File: src/rtl/af_pkg.sv
package af_pkg;

  typedef enum logic [2:0] {
    RSN_REJECT  = 3'd0,
    RSN_STATION = 3'd1,
    RSN_BCAST   = 3'd2,
    RSN_HASH    = 3'd3,
    RSN_COPYALL = 3'd4
  } reason_e;

  // bit3 unicast hash, bit2 multicast hash, bit1 no-broadcast, bit0 copy-all
  typedef struct packed {
    logic uc_hash_en;
    logic mc_hash_en;
    logic no_bcast;
    logic copy_all;
  } mode_t;

  localparam int MODE_W = 4;

  // evaluation flags carried from the match stage to the decision stage
  typedef struct packed {
    logic copy_all;
    logic bc_block;
    logic bcast;
    logic hash_hit;
    logic stn_hit;
  } hit_t;

  localparam int SEL_MODE      = 0;
  localparam int SEL_STN_LO    = 1;
  localparam int SEL_STN_HI    = 2;
  localparam int SEL_HASH_BASE = 3;

endpackage

File: src/rtl/af_cfg_regs.sv
module af_cfg_regs
  import af_pkg::*;
#(
  parameter int DATA_W = 32,
  parameter int ADDR_W = 48,
  parameter int BINS   = 64,
  parameter int SEL_W  = 3
) (
  input  logic              clk,
  input  logic              rst,
  input  logic              cfg_we,
  input  logic [SEL_W-1:0]  cfg_sel,
  input  logic [DATA_W-1:0] cfg_wdata,
  output mode_t             mode,
  output logic [ADDR_W-1:0] station,
  output logic [BINS-1:0]   hash_tab
);
  localparam int HASH_WORDS = BINS / DATA_W;
  localparam int STN_HI_W   = ADDR_W - DATA_W;

  logic [MODE_W-1:0]   mode_q;
  logic [DATA_W-1:0]   stn_lo_q;
  logic [STN_HI_W-1:0] stn_hi_q;
  logic [BINS-1:0]     hash_q;

  always_ff @(posedge clk) begin
    if (rst) begin
      mode_q   <= '0;
      stn_lo_q <= '0;
      stn_hi_q <= '0;
      hash_q   <= '0;
    end else if (cfg_we) begin
      if (cfg_sel == SEL_W'(SEL_MODE))   mode_q   <= cfg_wdata[MODE_W-1:0];
      if (cfg_sel == SEL_W'(SEL_STN_LO)) stn_lo_q <= cfg_wdata;
      if (cfg_sel == SEL_W'(SEL_STN_HI)) stn_hi_q <= cfg_wdata[STN_HI_W-1:0];
      for (int w = 0; w < HASH_WORDS; w++) begin
        if (cfg_sel == SEL_W'(SEL_HASH_BASE + w))
          hash_q[w*DATA_W +: DATA_W] <= cfg_wdata;
      end
    end
  end

  assign mode     = mode_t'(mode_q);
  assign station  = {stn_hi_q, stn_lo_q};
  assign hash_tab = hash_q;

  // a mode write is visible on the next cycle
  p_mode_write_r11: assert property (@(posedge clk) disable iff (rst)
    (cfg_we && cfg_sel == SEL_W'(SEL_MODE)) |=> (mode_q == $past(cfg_wdata[MODE_W-1:0])));

endmodule

File: src/rtl/af_addr_capture.sv
module af_addr_capture #(
  parameter int ADDR_BYTES = 6,
  localparam int ADDR_W    = ADDR_BYTES * 8
) (
  input  logic              clk,
  input  logic              rst,
  input  logic              byte_valid,
  input  logic [7:0]        byte_data,
  output logic [ADDR_W-1:0] da
);
  // newest byte enters at the top, so after ADDR_BYTES bytes the first one sits in bits 7:0
  always_ff @(posedge clk) begin
    if (rst)             da <= '0;
    else if (byte_valid) da <= {byte_data, da[ADDR_W-1:8]};
  end

  // the most recent byte always occupies the top byte lane
  p_shift_in_r2: assert property (@(posedge clk) disable iff (rst)
    byte_valid |=> (da[ADDR_W-1 -: 8] == $past(byte_data)));

endmodule

File: src/rtl/af_hash_index.sv
module af_hash_index #(
  parameter int ADDR_W    = 48,
  parameter int HASH_BITS = 6
) (
  input  logic [ADDR_W-1:0]    da,
  output logic [HASH_BITS-1:0] idx
);
  for (genvar n = 0; n < HASH_BITS; n++) begin : g_fold
    logic [ADDR_W-1:0] tap;
    for (genvar b = 0; b < ADDR_W; b++) begin : g_tap
      assign tap[b] = ((b % HASH_BITS) == n);
    end
    assign idx[n] = ^(da & tap);
  end
endmodule

File: src/rtl/af_match_stage.sv
module af_match_stage
  import af_pkg::*;
#(
  parameter int ADDR_W    = 48,
  parameter int HASH_BITS = 6,
  localparam int BINS     = 1 << HASH_BITS
) (
  input  logic              clk,
  input  logic              rst,
  input  logic              addr_strobe,
  input  logic [ADDR_W-1:0] da,
  input  mode_t             mode,
  input  logic [ADDR_W-1:0] station,
  input  logic [BINS-1:0]   hash_tab,
  output logic              s1_valid,
  output hit_t              s1
);
  logic [HASH_BITS-1:0] idx;
  logic group_addr, bin_set, is_bcast;
  hit_t hit_d;

  af_hash_index #(.ADDR_W(ADDR_W), .HASH_BITS(HASH_BITS)) u_hash (
    .da  (da),
    .idx (idx)
  );

  always_comb begin
    group_addr     = da[0];
    bin_set        = hash_tab[idx];
    is_bcast       = &da;
    hit_d.copy_all = mode.copy_all;
    hit_d.bcast    = is_bcast;
    hit_d.bc_block = is_bcast && mode.no_bcast;
    hit_d.hash_hit = bin_set && (group_addr ? mode.mc_hash_en : mode.uc_hash_en);
    hit_d.stn_hit  = (da == station);
  end

  always_ff @(posedge clk) begin
    if (rst) begin
      s1_valid <= 1'b0;
      s1       <= '0;
    end else begin
      s1_valid <= addr_strobe;
      if (addr_strobe) s1 <= hit_d;
    end
  end

  // an individual address never hashes in while unicast hashing is off
  p_uc_gate_r7: assert property (@(posedge clk) disable iff (rst)
    (addr_strobe && !da[0] && !mode.uc_hash_en) |=> !s1.hash_hit);

  // a group address never hashes in while multicast hashing is off
  p_mc_gate_r6: assert property (@(posedge clk) disable iff (rst)
    (addr_strobe && da[0] && !mode.mc_hash_en) |=> !s1.hash_hit);

endmodule

File: src/rtl/af_decide.sv
module af_decide
  import af_pkg::*;
(
  input  logic    clk,
  input  logic    rst,
  input  logic    s1_valid,
  input  hit_t    s1,
  output logic    res_valid,
  output logic    accept,
  output reason_e reason
);
  reason_e nxt;

  // priority from highest: copy-all, broadcast block, hash, broadcast, station
  always_comb begin
    nxt = RSN_REJECT;
    if (s1.copy_all)      nxt = RSN_COPYALL;
    else if (s1.bc_block) nxt = RSN_REJECT;
    else if (s1.hash_hit) nxt = RSN_HASH;
    else if (s1.bcast)    nxt = RSN_BCAST;
    else if (s1.stn_hit)  nxt = RSN_STATION;
  end

  always_ff @(posedge clk) begin
    if (rst) begin
      res_valid <= 1'b0;
      accept    <= 1'b0;
      reason    <= RSN_REJECT;
    end else begin
      res_valid <= s1_valid;
      accept    <= s1_valid && (nxt != RSN_REJECT);
      reason    <= s1_valid ? nxt : RSN_REJECT;
    end
  end

  p_copyall_r9: assert property (@(posedge clk) disable iff (rst)
    (s1_valid && s1.copy_all) |=> (accept && reason == RSN_COPYALL));

  p_nobcast_r8: assert property (@(posedge clk) disable iff (rst)
    (s1_valid && s1.bc_block && !s1.copy_all) |=> (!accept && reason == RSN_REJECT));

  p_hash_prio_r10: assert property (@(posedge clk) disable iff (rst)
    (s1_valid && s1.hash_hit && !s1.copy_all && !s1.bc_block) |=> (reason == RSN_HASH));

endmodule

File: src/rtl/addr_accept_filter.sv
module addr_accept_filter
  import af_pkg::*;
#(
  parameter int ADDR_BYTES = 6,
  parameter int HASH_BITS  = 6,
  parameter int DATA_W     = 32,
  parameter int SEL_W      = 3
) (
  input  logic              clk,
  input  logic              rst,
  input  logic              cfg_we,
  input  logic [SEL_W-1:0]  cfg_sel,
  input  logic [DATA_W-1:0] cfg_wdata,
  input  logic              byte_valid,
  input  logic [7:0]        byte_data,
  input  logic              addr_strobe,
  output logic              res_valid,
  output logic              accept,
  output logic [2:0]        reason
);
  localparam int ADDR_W = ADDR_BYTES * 8;
  localparam int BINS   = 1 << HASH_BITS;

  mode_t             mode;
  logic [ADDR_W-1:0] station;
  logic [BINS-1:0]   hash_tab;
  logic [ADDR_W-1:0] da;
  logic              s1_valid;
  hit_t              s1;
  reason_e           reason_q;

  af_cfg_regs #(.DATA_W(DATA_W), .ADDR_W(ADDR_W), .BINS(BINS), .SEL_W(SEL_W)) u_cfg (
    .clk       (clk),
    .rst       (rst),
    .cfg_we    (cfg_we),
    .cfg_sel   (cfg_sel),
    .cfg_wdata (cfg_wdata),
    .mode      (mode),
    .station   (station),
    .hash_tab  (hash_tab)
  );

  af_addr_capture #(.ADDR_BYTES(ADDR_BYTES)) u_cap (
    .clk        (clk),
    .rst        (rst),
    .byte_valid (byte_valid),
    .byte_data  (byte_data),
    .da         (da)
  );

  af_match_stage #(.ADDR_W(ADDR_W), .HASH_BITS(HASH_BITS)) u_match (
    .clk         (clk),
    .rst         (rst),
    .addr_strobe (addr_strobe),
    .da          (da),
    .mode        (mode),
    .station     (station),
    .hash_tab    (hash_tab),
    .s1_valid    (s1_valid),
    .s1          (s1)
  );

  af_decide u_dec (
    .clk       (clk),
    .rst       (rst),
    .s1_valid  (s1_valid),
    .s1        (s1),
    .res_valid (res_valid),
    .accept    (accept),
    .reason    (reason_q)
  );

  assign reason = reason_q;

  // a strobe produces the result pulse on the second edge
  p_latency_r3: assert property (@(posedge clk) disable iff (rst)
    addr_strobe |=> s1_valid);
  p_result_r3: assert property (@(posedge clk) disable iff (rst)
    s1_valid |=> res_valid);
  // accept and a non-zero reason go together
  p_accept_reason_r12: assert property (@(posedge clk) disable iff (rst)
    accept == (reason != 3'd0));

endmodule

File: config.mk
export PLATFORM = sky130hd
export DESIGN_NAME = addr_accept_filter
export DESIGN_NICKNAME = d
export VERILOG_FILES = /design/src/rtl/af_pkg.sv /design/src/rtl/af_cfg_regs.sv /design/src/rtl/af_addr_capture.sv /design/src/rtl/af_hash_index.sv /design/src/rtl/af_match_stage.sv /design/src/rtl/af_decide.sv /design/src/rtl/addr_accept_filter.sv
export SDC_FILE = /design/constraint.sdc
export NUM_CORES = 1
export LEC_CHECK = 0
export ABC_AREA = 1
export BUFFER_PORTS_ARGS = -buffer_cell sky130_fd_sc_hd__buf_4
export CORE_ASPECT_RATIO = 1.4
export CORE_MARGIN = 3
export CORE_UTILIZATION = 45
export DETAILED_ROUTE_END_ITERATION = 10
export HOLD_SLACK_MARGIN = 0.08
export PLACE_DENSITY = 0.74
export SETUP_SLACK_MARGIN = 0.05
export SLEW_MARGIN = 20
export SYNTH_ARGS = -nofsm -noshare
export SYNTH_HDL_FRONTEND = slang
export SYNTH_SLANG_ARGS = --single-unit
export TNS_END_PERCENT = 10
File: constraint.sdc
create_clock -name clk -period 5.03 [get_ports clk]
set_input_delay 0.503 -clock clk [delete_from_list [all_inputs] [get_ports clk]]
set_output_delay 0.503 -clock clk [all_outputs]
set_load 0.02 [all_outputs]
* Word level (Yosys, flattened, before mapping) *
Index checks and enable logic that the tools add are counted.

word-level totals
  register bits = 175
  bits in latches = 0
  bits in writable memories = 0
  bits in read-only memories = 0
  input port bits = 48
  output and inout bits = 5
  memories kept = 0

cells by class
  add/sub/neg operators = 0
  $mul = 0
  div/mod/pow operators = 0
  $lt $le $gt $ge = 1
  equal/unequal tests = 5
  shift operators = 0
  mux-type cells = 8
  bitwise gates (word level) = 1
  reductions and logical operators = 18

operators by type and width
  cell                                                                    number
  48-bit parity                                                           6
  48-bit equality test                                                    1
  48-bit AND reduction                                                    1
  3-bit 2-to-1 mux                                                        4
  2-bit AND reduction                                                     5
  6-bit by 7-bit < comparator with 1-bit output (second input constant)   1
  1-bit binary-select mux with 6-bit select                               1
  3-bit by 2-bit equality test with 1-bit output (second input constant)  2
  3-bit by 1-bit equality test with 1-bit output (second input constant)  1
  3-bit equality test (second input constant)                             1
  1-bit logical AND                                                       3
  3-bit zero test                                                         1
  1-bit 2-to-1 mux                                                        3
  3-bit nonzero test                                                      1
  2-bit OR reduction                                                      1
  1-bit NOT                                                               1

* Logic depth before layout (Yosys ltp) *
  depth in word-level cells = 7
  mapped depth = 19

* Hierarchy *
From an unflattened synthesis, not the netlist that was laid out.

second synthesis, totals
  cell total of the unflattened synthesis = 1518
  area total of the unflattened synthesis = 9395.3 um^2

by module, submodules not included
  module           instances  cells each  area an instance (um^2)
  af_cfg_regs      1          678         4735.8
  af_addr_capture  1          305         1984.4
  af_match_stage   1          343         1712.9
  af_hash_index    1          166         768.2
  af_decide        1          26          193.9

* Least setup slack after synthesis *
Ideal clock, no wire load.

  path type = reg2reg
  from = register u_cap.da[0]
  to = register, netlist name u_match.s1[1]
  library setup time = 0.114 ns
  arrival time = 1.639 ns
  required time = 4.916 ns
  setup slack = 3.278 ns
  stages on the path, launching flop included = 17
  path buffers = 1
  cell sequence = dfxtp_1 > or2_1 > nand2_1 > nand2_1 > nand2_2 > nand3_2 > nand2_4 > buf_6 > nand2_1 > nand3_1 > nand3_1 > nand3_1 > nand3_1 > nand3b_1 > nand2_1 > nand2_1 > a21oi_2

on the way
  word-level cells in the longest chain between the ends = 4
  elaborated cells between the ends (all ways) = 5
  those cells by class = mux: 3; reduce/logical: 2

ends and longest elaborated chain
  element                                    RTL line               text
  start, declared                            af_addr_capture.sv:9   output logic [ADDR_W-1:0] da
  start signal, assigned                     af_addr_capture.sv:14  else if (byte_valid) da <= {byte_data, da[ADDR_W-1:8]};
  48-bit parity                              af_hash_index.sv:13    assign idx[n] = ^(da & tap);
  1-bit binary-select mux with 6-bit select  af_match_stage.sv:29   bin_set = hash_tab[idx];
  1-bit 2-to-1 mux (implied by the code)     af_match_stage.sv:29
  1-bit logical AND (*)                      af_match_stage.sv:34   hit_d.hash_hit = bin_set && (group_addr ? mode.mc_hash_en : mode.uc_hash_en);

Mark *: on every way between the ends. The rest lies on a longest branch, timed or not. The select of a mux whose other input is x is not followed.
A chain may end at the register's enable or synchronous reset.

* Final worst setup path *
  from = register u_cap.da[24]
  to = register, netlist name u_match.s1[1]

on the way
  word-level cells in the longest chain between the ends = 4

ends and longest elaborated chain
  element                                    RTL line
  48-bit parity                              af_hash_index.sv:13
  1-bit binary-select mux with 6-bit select  af_match_stage.sv:29
  1-bit 2-to-1 mux (implied by the code)     af_match_stage.sv:29
  1-bit logical AND                          af_match_stage.sv:34

No other way between the ends. The select of a mux whose other input is x is not followed.

==> key figures <==
Clocking
  – H-tree depth: 4
  – Clk Tree Root Cell: clkbuf_16
  – Clock Sinks: 175
  – CTS buffer count: 17
  – Worst-path clk slew: 0.07 ns
  – CTS Buffer Depth: 2
  – CTS tree: built
  – Postcts setup bufs: 0
  – Post-CTS Hold Fix Bufs: 0
  – CTS resizes: 0
  – Clock Latency Late Sink: 0.45 ns

Floorplan
  – Die width: 118 um
  – Core area: 17000 um2
  – Initial Util: 46.6%
  – Die Area: 19200 um2
  – I/O Pins: 53
  – DIE HEIGHT: 163 um
  – Row count: 56

Synthesis
  – Ys flop type: dfxtp_1
  – Post-synthesis net count: 1143
  – Ys Warns: 0
  – Synth Instances: 1095
  – Sequential area share after synthesis: 44.4%
  – #FFs+latches synth: 175
  – Top-area cell type share of the netlist area: 44.4%
  – EDFF count, synth: 0
  – Async SR Flop Fraction: 0%
  – Post-Syn Area: 7900 um2
  – Yosys top cell by area: dfxtp_1
  – Syn Area/Cell: 7.21 um2
  – Unique masters post-synth: 32
  – Synth area leaders: dfxtp_1 (44%), o21ai_0 (11%), a21oi_1 (7.9%)

Global routing
  – Initial antenna violation count: 0
  – GRT Resource Usage Total: 23.2%
  – Met3 GRT Util: 4.38%
  – Vias in the first global route: 6835
  – Most used routing layer: met2
  – Largest net degree at the start of global routing: 70
  – Congestion Overflow GR: 0
  – First-pass GRT wire length: 35000 um
  – GR Util met1: 26.9%
  – GR Util met2: 40.3%

Power
  – Sw frac: 30.0%
  – Pint: 2400 uW
  – Combinational Power Share: 17.7%
  – P_sw: 1030 uW
  – P_leak: 0.00373 uW
  – Clock Power Share: 38.5%
  – Pwr Total: 3420 uW
  – Power share of the sequential group: 43.8%
  – Worst VDD drop: 203 uV
  – PwrDens: 383 nW/um2

Route
  – DRC viols: 0
  – Post-Route WL: 22200 um
  – Routed len/inst: 16.4 um
  – Vias: 7249
  – Initial detailed-routing violation count: 681
  – Iteration count of the initial detailed-routing pass: 5
  – Vias per cell: 5.35
  – Post-route ant nets: 0

Job
  – Max-cap violations: 0

Worst setup path
  – Critical Path Start Type: flip-flop
  – Reg-to-reg slack, setup: 2.27 ns
  – Reg2Reg Launch Point: u_cap.da[24]
  – Crit Path Category: flip-flop to flip-flop
  – Worst r2r dst: u_match.s1[1]
  – Crit end category: flip-flop
  – WP buf/inv: 1
  – Arrival time worst endpoint: 3.15 ns
  – Worst path max stage delay: 0.54 ns
  – Top cell family by delay on the critical path: simple AND/OR/NAND/NOR gates
  – CP startpoint: u_cap.da[24]
  – Crit-path cells: nand2_1 -> nand2_1 -> nand2_1 -> nand3_1 -> nand3_2 -> nand2_4 -> inv_1 -> nand2_1 -> nand3_1 -> nand3_1 -> nand3_1 -> nand3_1 -> nand3b_1 -> nand2_1 -> nand2_1 -> a21oi_2
  – CP most frequent cell: nand2_1
  – Cell count along the critical path: 16
  – CP endpoint: u_match.s1[1]
  – Crit-path max FO: 33
  – Reg2reg path depth: 16
  – Max stage delay cell, worst path: nand2_4
  – Required time worst endpoint: 5.42 ns

Placement
  – Post-DP HPWL: 15700 um
  – Placed cell count: 1324
  – Count of input and output buffers: 52
  – Placer congestion estimate: 0.937
  – Area of placed instances: 8350 um2

Outcome
  – Status: finished clean

Finish
  – Final core occ: 52.7%
  – Share of post-route cells with drive strength above 1: 9.70%
  – Commonest cells after routing, fill and taps aside: o21ai_0 (180), dfxtp_1 (175), inv_1 (126), a21oi_1 (124), nor2_1 (111)
  – Final cell count without fillers: 1356
  – Layout Nets: 1159
  – Diode count: 0
  – Area Growth Syn to Fin: 13.2%
  – Most common cell after layout, fill and taps aside: o21ai_0
  – Final std cell area, no fill: 8940 um2
  – Fill count: 1658

Timing
  – Final-report hold violation count: 0
  – Worst-margin pin slew: 0.835 ns
  – Setup_tns: 0 ns
  – RSZ-0062 raised after global routing: no
  – Final worst path period share: 54.9%
  – Final min period: 2.76 ns
  – Clock Skew: 0.0133 ns
  – Final setup fails: 0
  – Fmax: 0.362 GHz
  – Slew headroom: 44.3%
  – Max-slew violations: 0

Min path
  – Hold Path Depth: 2
  – Worst Hold Class: input port to flip-flop
[cell families after synthesis]
| family | synth area share, % |
|---|---|
| buf+inv | 9.93 |
| xor+xnor | 5.20 |
| flops | 44.4 |
| simple gates | 20.1 |
| compound gates | 20.5 |
[routing by layer]
metal,wire length [um],up-vias,part of all wire [%]
met5,0,-,0
met2,11000,218,50
met4,1010,0,4.6
met3,1010,61,4.5
met1,9120,3324,41
li1,-,3646,-
[worst min path at each step]
stage / start / end
final: rst / u_match.s1[1]
after global routing: rst / u_match.s1[1]
after CTS: byte_data[0] / u_cap.da[40]
after detailed placement: u_cfg.hash_tab[51] / u_cfg.hash_tab[51]
after global placement: u_cfg.hash_tab[13] / u_cfg.hash_tab[13]
after floorplan: u_cfg.mode[2] / u_cfg.mode[2]
[cell type report]
class,count,area [um2],area share [%]
Timing Repair Buffer,57,428,4.79
Clock buffer,17,425,4.76
Clock inverter,15,159,1.78
Inverter,136,512,5.73
Tap cell,232,290,3.25
Sequential cell,175,3500,39.2
Multi-Input combinational cell,724,3620,40.5
[state kept, by name (all words and copies together) (netlist names)]
name              count
u_dec.reason          3
u_cap.da             48
u_cfg.stn_lo_q       32
u_match.s1_valid      1
u_cfg.stn_hi_q       16
u_dec.res_valid       1
u_match.s1            5
u_cfg.hash_tab       64
u_dec.accept          1
u_cfg.mode            4
[power groups by stage]
stage | logic, uW | registers, uW | clock network (uW)
2_1_floorplan | 461 | 1510 | 0
3_3_place_gp | 587 | 1530 | 0
3_5_place_dp | 597 | 1530 | 0
4_1_cts | 601 | 1500 | 1330
5_1_grt | 683 | 1500 | 1400
6_report | 607 | 1500 | 1320
[synth_stat cells (all sizes together) (4+ instances only)]
cell type and number:
nor4 12, nand3 106, xnor2 9, nor3 4, buf 11, o22ai 10, nor2 111, xor2 37
nand2 115, clkbuf 49, o21ai 180, inv 134, dfxtp 175, a21oi 125, nand4 6
[per-stage QoR]
| stage | setup WS [ns] | hold slack, ns |
|---|---|---|
| floorplan | 3.28 | 0.430 |
| global placement | 2.40 | 0.441 |
| detailed placement | 2.30 | 0.449 |
| CTS | 2.30 | 0.279 |
| global route | 1.96 | 0.279 |
| finish | 2.27 | 0.283 |
Power figures use the tool's default switching activity.
